<file path="config.mk">
export PLATFORM = sky130hd
export DESIGN_NAME = vpw_symbol_decoder
export DESIGN_NICKNAME = d
export VERILOG_FILES = /design/src/rtl/vpw_pkg.sv /design/src/rtl/vpw_line_cond.sv /design/src/rtl/vpw_edge_filter.sv /design/src/rtl/vpw_symbol_class.sv /design/src/rtl/vpw_symbol_decoder.sv
export SDC_FILE = /design/constraint.sdc
export NUM_CORES = 1
export LEC_CHECK = 0
export BUFFER_PORTS_ARGS = -buffer_cell sky130_fd_sc_hd__clkbuf_2
export CAP_MARGIN = 20
export CORE_MARGIN = 1.5
export CORE_UTILIZATION = 62
export DETAILED_ROUTE_END_ITERATION = 10
export GPL_ROUTABILITY_DRIVEN = 0
export PLACE_DENSITY_LB_ADDON = 0.08
export SLEW_MARGIN = 40
export SYNTH_ARGS = -nofsm -noshare
export SYNTH_HDL_FRONTEND = slang
export SYNTH_SLANG_ARGS = --single-unit
</file>
<file path="constraint.sdc">
create_clock -name clk -period 3.8 [get_ports clk]
set_input_delay 0.76 -clock clk [delete_from_list [all_inputs] [get_ports clk]]
set_output_delay 0.76 -clock clk [all_outputs]
set_load 0.01 [all_outputs]
</file>
<file path="src/rtl/vpw_pkg.sv">
package vpw_pkg;

   typedef enum logic [3:0] {
      SYM_ZERO = 4'd0,
      SYM_ONE  = 4'd1,
      SYM_SOF  = 4'd2,
      SYM_EOD  = 4'd3,
      SYM_EOF  = 4'd4,
      SYM_IFS  = 4'd5,
      SYM_IDLE = 4'd6,
      SYM_NB   = 4'd7,
      SYM_BRK  = 4'd8,
      SYM_INV  = 4'd9
   } vpw_sym_e;

   localparam logic [3:0] SYM_LAST = 4'd9;

endpackage

</file>
<file path="src/rtl/vpw_line_cond.sv">
module vpw_line_cond #(
   parameter int SYNC_STAGES = 2
) (
   input  logic clk,
   input  logic rst_n,
   input  logic line_i,
   input  logic invert_i,
   output logic level_o
);

   logic raw_s;

   generate
      if (SYNC_STAGES < 1) begin : g_bad
         $error("vpw_line_cond: SYNC_STAGES must be at least 1");
      end
      if (SYNC_STAGES == 1) begin : g_single
         logic q;
         always_ff @(posedge clk or negedge rst_n) begin
            if (!rst_n) q <= 1'b0;
            else        q <= line_i;
         end
         assign raw_s = q;
      end else begin : g_chain
         logic [SYNC_STAGES-1:0] q;
         always_ff @(posedge clk or negedge rst_n) begin
            if (!rst_n) q <= '0;
            else        q <= {q[SYNC_STAGES-2:0], line_i};
         end
         assign raw_s = q[SYNC_STAGES-1];
      end
   endgenerate

   // 1 = active bus level after polarity correction
   assign level_o = raw_s ^ invert_i;

endmodule

</file>
<file path="src/rtl/vpw_edge_filter.sv">
module vpw_edge_filter #(
   parameter int CNT_W = 10,
   parameter int FILT  = 8
) (
   input  logic             clk,
   input  logic             rst_n,
   input  logic             level_i,
   output logic             accept_o,
   output logic             steady_o,
   output logic             lvl_o,
   output logic [CNT_W-1:0] cnt_o,
   output logic [CNT_W-1:0] cnt_next_o,
   output logic [CNT_W-1:0] interval_o
);

   localparam int              PC_W    = $clog2(FILT + 1);
   localparam logic [CNT_W-1:0] CNT_MAX = {CNT_W{1'b1}};
   localparam logic [CNT_W-1:0] FILT_C  = CNT_W'(FILT);
   localparam logic [PC_W-1:0]  PC_LAST = PC_W'(FILT - 1);

   generate
      if (FILT < 2) begin : g_bad_filt
         $error("vpw_edge_filter: FILT must be at least 2");
      end
      if (FILT >= (1 << CNT_W)) begin : g_bad_width
         $error("vpw_edge_filter: counter too narrow for filter");
      end
   endgenerate

   logic             lvl_q;
   logic [CNT_W-1:0] cnt_q;
   logic [PC_W-1:0]  pc_q;
   logic             differ;

   always_comb begin
      differ     = level_i ^ lvl_q;
      accept_o   = differ && (pc_q == PC_LAST);
      steady_o   = !differ;
      cnt_next_o = (cnt_q == CNT_MAX) ? cnt_q : cnt_q + 1'b1;
      // the new level began FILT samples before acceptance
      interval_o = cnt_next_o - FILT_C;
      lvl_o      = lvl_q;
      cnt_o      = cnt_q;
   end

   always_ff @(posedge clk or negedge rst_n) begin
      if (!rst_n) begin
         lvl_q <= 1'b0;
         cnt_q <= CNT_MAX;
         pc_q  <= '0;
      end else if (accept_o) begin
         lvl_q <= level_i;
         cnt_q <= FILT_C;
         pc_q  <= '0;
      end else begin
         cnt_q <= cnt_next_o;
         pc_q  <= differ ? pc_q + 1'b1 : '0;
      end
   end

endmodule

</file>
<file path="src/rtl/vpw_symbol_class.sv">
module vpw_symbol_class
   import vpw_pkg::*;
#(
   parameter int CNT_W   = 10,
   parameter int INV_MAX = 34,
   parameter int TV1_MAX = 96,
   parameter int TV2_MAX = 163,
   parameter int TV3_MAX = 239,
   parameter int EOF_MAX = 280,
   parameter int IFS_MAX = 300
) (
   input  logic [CNT_W-1:0] interval_i,
   input  logic             level_i,
   input  logic             nb_arm_i,
   output vpw_sym_e         code_o
);

   always_comb begin
      if (interval_i <= CNT_W'(INV_MAX)) begin
         code_o = SYM_INV;
      end else if (level_i) begin
         if (interval_i <= CNT_W'(TV1_MAX))      code_o = nb_arm_i ? SYM_NB : SYM_ONE;
         else if (interval_i <= CNT_W'(TV2_MAX)) code_o = nb_arm_i ? SYM_NB : SYM_ZERO;
         else if (interval_i <= CNT_W'(TV3_MAX)) code_o = SYM_SOF;
         else                                    code_o = SYM_BRK;
      end else begin
         if (interval_i <= CNT_W'(TV1_MAX))      code_o = SYM_ZERO;
         else if (interval_i <= CNT_W'(TV2_MAX)) code_o = SYM_ONE;
         else if (interval_i <= CNT_W'(TV3_MAX)) code_o = SYM_EOD;
         else if (interval_i <= CNT_W'(EOF_MAX)) code_o = SYM_EOF;
         else if (interval_i <= CNT_W'(IFS_MAX)) code_o = SYM_IFS;
         else                                    code_o = SYM_IDLE;
      end
   end

endmodule

</file>
<file path="src/rtl/vpw_symbol_decoder.sv">
module vpw_symbol_decoder
   import vpw_pkg::*;
#(
   parameter int CNT_W       = 10,
   parameter int SYNC_STAGES = 2,
   parameter int IGNORE_MAX  = 7,
   parameter int INV_MAX     = 34,
   parameter int TV1_MAX     = 96,
   parameter int TV2_MAX     = 163,
   parameter int TV3_MAX     = 239,
   parameter int EOF_MAX     = 280,
   parameter int IFS_MAX     = 300
) (
   input  logic       clk,
   input  logic       rst_n,
   input  logic       line_i,
   input  logic       invert_i,
   output logic       sym_valid_o,
   output logic [3:0] sym_code_o,
   output logic       sym_level_o
);

   localparam int FILT       = IGNORE_MAX + 1;
   localparam int PASS_STEPS = 4;
   localparam int STG_W      = 3;
   localparam logic [STG_W-1:0] STG_DONE = STG_W'(PASS_STEPS);

   generate
      if (!(IGNORE_MAX < INV_MAX && INV_MAX < TV1_MAX && TV1_MAX < TV2_MAX &&
            TV2_MAX < TV3_MAX && TV3_MAX < EOF_MAX && EOF_MAX < IFS_MAX)) begin : g_bad_order
         $error("vpw_symbol_decoder: thresholds must be strictly increasing");
      end
      if (IFS_MAX + 1 >= (1 << CNT_W)) begin : g_bad_width
         $error("vpw_symbol_decoder: CNT_W too small for IFS_MAX");
      end
   endgenerate

   function automatic logic [CNT_W-1:0] pass_thr(input logic [STG_W-1:0] s);
      case (s)
         3'd0:    pass_thr = CNT_W'(TV2_MAX);
         3'd1:    pass_thr = CNT_W'(TV3_MAX);
         3'd2:    pass_thr = CNT_W'(EOF_MAX);
         3'd3:    pass_thr = CNT_W'(IFS_MAX);
         default: pass_thr = {CNT_W{1'b1}};
      endcase
   endfunction

   function automatic vpw_sym_e pass_sym(input logic [STG_W-1:0] s);
      case (s)
         3'd0:    pass_sym = SYM_EOD;
         3'd1:    pass_sym = SYM_EOF;
         3'd2:    pass_sym = SYM_IFS;
         default: pass_sym = SYM_IDLE;
      endcase
   endfunction

   logic             bus_lvl;
   logic             edge_accept;
   logic             steady;
   logic             cur_lvl;
   logic [CNT_W-1:0] run_cnt;
   logic [CNT_W-1:0] cnt_next;
   logic [CNT_W-1:0] interval;
   vpw_sym_e         edge_code;

   vpw_line_cond #(
      .SYNC_STAGES (SYNC_STAGES)
   ) u_cond (
      .clk      (clk),
      .rst_n    (rst_n),
      .line_i   (line_i),
      .invert_i (invert_i),
      .level_o  (bus_lvl)
   );

   vpw_edge_filter #(
      .CNT_W (CNT_W),
      .FILT  (FILT)
   ) u_filt (
      .clk        (clk),
      .rst_n      (rst_n),
      .level_i    (bus_lvl),
      .accept_o   (edge_accept),
      .steady_o   (steady),
      .lvl_o      (cur_lvl),
      .cnt_o      (run_cnt),
      .cnt_next_o (cnt_next),
      .interval_o (interval)
   );

   logic [STG_W-1:0] stage_q;
   logic             nb_arm_q;

   vpw_symbol_class #(
      .CNT_W   (CNT_W),
      .INV_MAX (INV_MAX),
      .TV1_MAX (TV1_MAX),
      .TV2_MAX (TV2_MAX),
      .TV3_MAX (TV3_MAX),
      .EOF_MAX (EOF_MAX),
      .IFS_MAX (IFS_MAX)
   ) u_class (
      .interval_i (interval),
      .level_i    (cur_lvl),
      .nb_arm_i   (nb_arm_q),
      .code_o     (edge_code)
   );

   logic             done;
   logic [CNT_W-1:0] tmo_thr;
   vpw_sym_e         tmo_code;
   logic             tmo_hit;
   logic             edge_emit;
   logic             emit;
   vpw_sym_e         emit_code;

   always_comb begin
      if (cur_lvl) begin
         done     = (stage_q != '0);
         tmo_thr  = CNT_W'(TV3_MAX);
         tmo_code = SYM_BRK;
      end else begin
         done     = (stage_q >= STG_DONE);
         tmo_thr  = pass_thr(stage_q);
         tmo_code = pass_sym(stage_q);
      end
      tmo_hit   = steady && !done && (cnt_next > tmo_thr);
      // an interval already closed by a timeout reports nothing at its edge
      edge_emit = edge_accept && (stage_q == '0);
      emit      = edge_emit || tmo_hit;
      emit_code = edge_emit ? edge_code : tmo_code;
   end

   always_ff @(posedge clk or negedge rst_n) begin
      if (!rst_n) begin
         stage_q     <= STG_DONE;
         nb_arm_q    <= 1'b0;
         sym_valid_o <= 1'b0;
         sym_code_o  <= 4'd0;
         sym_level_o <= 1'b0;
      end else begin
         if (edge_accept)  stage_q <= '0;
         else if (tmo_hit) stage_q <= stage_q + 1'b1;
         if (emit) begin
            nb_arm_q    <= (emit_code == SYM_EOD);
            sym_code_o  <= emit_code;
            sym_level_o <= cur_lvl;
         end
         sym_valid_o <= emit;
      end
   end

endmodule

</file>
==> impl_results.md <==
- Syn Area/Cell: 8.533 um2
- Mux cell area share after synthesis: 4.775%
- Drt initial violations: 143
- Leakage: 1.052 nW
- Routed wl met3: just under 200 um
- Yosys warns: 0
- Post-synthesis sequential area ratio: 30.96%
- Cells after synthesis: 261
- HP Class: reg2reg
- Starting Density: 65.71%
- Element type at the critical path end: flop
- Num rows: 21
- CTS tree: built
- Final antenna-violating net count: 0
- CP Launch Type: flop
- First-pass GRT wire length: 8.438 mm
- Number of global-route vias before repair: 1916
- Number of CTS-inserted buffers: 3
- Overall Global Routing Usage: 26.43%
- Share of cells above drive strength 1: 19.56%
- CORE AREA: 0.003390 mm2
- Sink Count: 27
- Xor and xnor area share after synthesis: 3.933%
- Drt first pass iters: 4
- Post-CTS Hold Fix Bufs: 0
- Highest metal used: met4
- Post-synth ARST share: 100.0%
- Clk_skew: 0.002049 ns
- Htree depth: 1
- Clk buf depth: 2
- Largest net degree at the start of global routing: 28
- Outcome: finished clean
- Net count after synthesis: 280
- Cell Pwr Density: around 900 mW/mm2
- Congestion Overflow GR: 0
- Top FF cell, synth: dfrtp_1
- Routed wire length per instance: 15.14 um
- ANT cells: 0
- Adder-Cell Fraction of Synth Area: 9.326%
- Met1 WL: 2.187 mm
- PortBufs: 9
- Worst rel slew slack: 52.34%
- Filler instances: 292
- Largest area contributor in the netlist: dfrtp_1
- Syn Std Cell Area: 0.002227 mm2
- R2r setup slk: 0.26 ns
- Die X: 62.94 um
- Nets@finish: 291
- Slew @ Worst Pin: 0.7057 ns
- Post-synth cell types: 62
- Via density: 6.101
- Synthesis-to-layout area growth: 6.180%
- Met2 wire len: 2.306 mm
- Crit path kind: reg2reg
- Main combinational cell family by area after synthesis: simple AND/OR/NAND/NOR gates
- Antenna violations before repair: 0
- Synth top area cells: dfrtp_1 18%, dfstp_2 13%, ha_1 8.4%
- Arr. time, crit path: 3.76 ns
- Peak fanout along the critical path: 7
- Final period util: approximately 93%
- Post-layout min period: 3.539 ns
- Die Ht: 62.94 um
- Vias: 1934
- Dpl ws: 0.07471 ns
- Fin. Hold Viols: 0
- Clk_lat worst skew: between 0.3 and 0.4 ns
- Yosys top cell area share: between 10% and 20%
- Setup Viol. Count Final: 0
- Final HPWL DP: 3.681 mm
- CTS Root Cell: clkbuf_4
- Post-synthesis compound-gate area fraction: a little under a fifth
- VDD IR max: ~0.00045 V
- Final max-slew violation count: 0
- Commonest cells post-synth: 30 x nor2_1, 24 x nand2_1, 16 x dfrtp_1
- Flops & latches, synth: 27
- # DRC: 0
- Most frequent cell after synthesis: nor2_1
- Die Area: 0.003961 mm2
- EDFF count, synth: 0
- WP data required: roughly 4.0 ns
- Synth Area in Simple Gates: 26.57%
- RSZ-0062 raised after global routing: false
- Max cap viols: 0
- Achievable frequency: 282.6 MHz
- Clock transition at path regs: 0.14 ns
- Post-layout worst setup margin: roughly 0.26 ns
- Fin Setup TNS: 0 ns
- WL final: 4.798 mm
- IO Count: 10
## worst max-delay path, cell delays in order (launching register included)
cell,delay [ns]
dfstp_2,0.63
ha_2,0.27
nand3_2,0.15
nor3_4,0.24
mux2_2,0.36
ha_1,0.30
a21oi_1,0.07
nor2_1,0.08
a211oi_1,0.06
maj3_1,0.36
o21ai_1,0.13
nand3_1,0.17
and2_2,0.28
a221o_1,0.35
## power breakdown
| group | leakage (nW) | internal, W | switching [W] | total, W |
|---|---|---|---|---|
| Combinational | 0.714 | 0.000591 | 0.000804 | 0.00139 |
| Sequential | 0.321 | 0.000449 | 0.000155 | 0.000603 |
| Clock | 0.0177 | 0.0000394 | 0.0000824 | 0.000122 |
## cell families (layout without fill, tap and decap cells)
kind of cell / Yosys count / count (layout)
AOI/OAI and AO/OA: 56 / 56
xor gates and xnor gates: 10 / 10
adders and majority gates: 17 / 17
buffers and inverters: 27 / 37
DFF: 27 / 27
muxes: 10 / 10
and+or+nand+nor: 114 / 114
## placed cells by master, fill, tap and decap left out, types with 2 or more instances in the layout
cell,netlist,layout
a211oi_1,3,3
xnor2_1,5,5
ha_1,15,14
dfrtp_1,16,16
nor4_1,2,2
a2111oi_0,4,4
nor2b_1,2,2
nand4_1,2,2
mux2_2,5,5
or3_1,4,4
o21ai_0,7,7
o41ai_1,2,2
clkbuf_4,0,3
dfstp_2,11,11
nand2_1,24,24
buf_4,0,9
nor3_1,8,8
nand4_2,2,2
a21oi_1,7,7
inv_1,15,15
nor2_1,30,30
nand3_1,15,14
a31oi_1,5,5
o21ai_1,2,2
o211ai_1,4,4
mux2i_1,5,4
clkbuf_2,0,9
and2_1,6,5
nand2b_1,5,5
a21o_1,3,3
maj3_1,2,2
xor2_1,5,5
and3_1,3,3
o22ai_1,2,2
## state kept, by name (all words and copies together) (netlist names)
register	flops
u_filt.cnt_o	10
sym_code_o	4
u_filt.pc_q	4
stage_q	3
u_cond.g_chain.q	2
nb_arm_q	1
sym_level_o	1
sym_valid_o	1
u_filt.lvl_o	1
## repair_timing
action | CTS | global route
resized for setup | 0 | 3
setup buffers | 0 | 1
setup endpoints to repair | 0 | 6
## path summary, 6_finish.rpt
| path | from | end | cells after the start |
|---|---|---|---|
| worst max-delay path | u_filt.cnt_o[0] | sym_code_o[3] | 13 |
| worst min-delay path | u_cond.g_chain.q[0] | u_cond.g_chain.q[1] | 0 |
| worst max register to register | u_filt.cnt_o[0] | sym_code_o[3] | 13 |
| worst min register to register | u_cond.g_chain.q[0] | u_cond.g_chain.q[1] | 0 |
| max in group asynchronous | rst_n | sym_code_o[3] | 1 |
| min in group asynchronous | rst_n | u_filt.pc_q[1] | 1 |
## stage by stage
step	utilization, %	area (um2)	hold slack (ns)	cells	total power, W
floorplan	-	2227	0.3312	261	0.001664
global placement	68.36	2317	0.3504	312	0.001939
detailed placement	68.48	2321	0.3557	312	0.001970
CTS	69.29	2349	0.3894	316	0.002099
global route	69.77	2365	0.3957	317	0.002331
finish	69.77	2365	0.3822	317	0.002120
## metal layers
metal,vias to the layer above,global-route usage (%)
li1,969,-
met1,910,33.49
met2,45,46.14
met3,10,2.523
met4,0,10.56
met5,-,0
## final cells by class
class                           count  area (um2)  area share [%]
Inverter                           15       56.30           2.381
Multi-Input combinational cell    207        1421           60.11
Clock buffer                        3       22.52          0.9524
Clock inverter                      1       5.005          0.2116
Timing Repair Buffer               18       112.6           4.762
Tap cell                           46       57.56           2.434
Sequential cell                    27       689.4           29.15
Note: power is estimated with default switching activity, not from simulation.
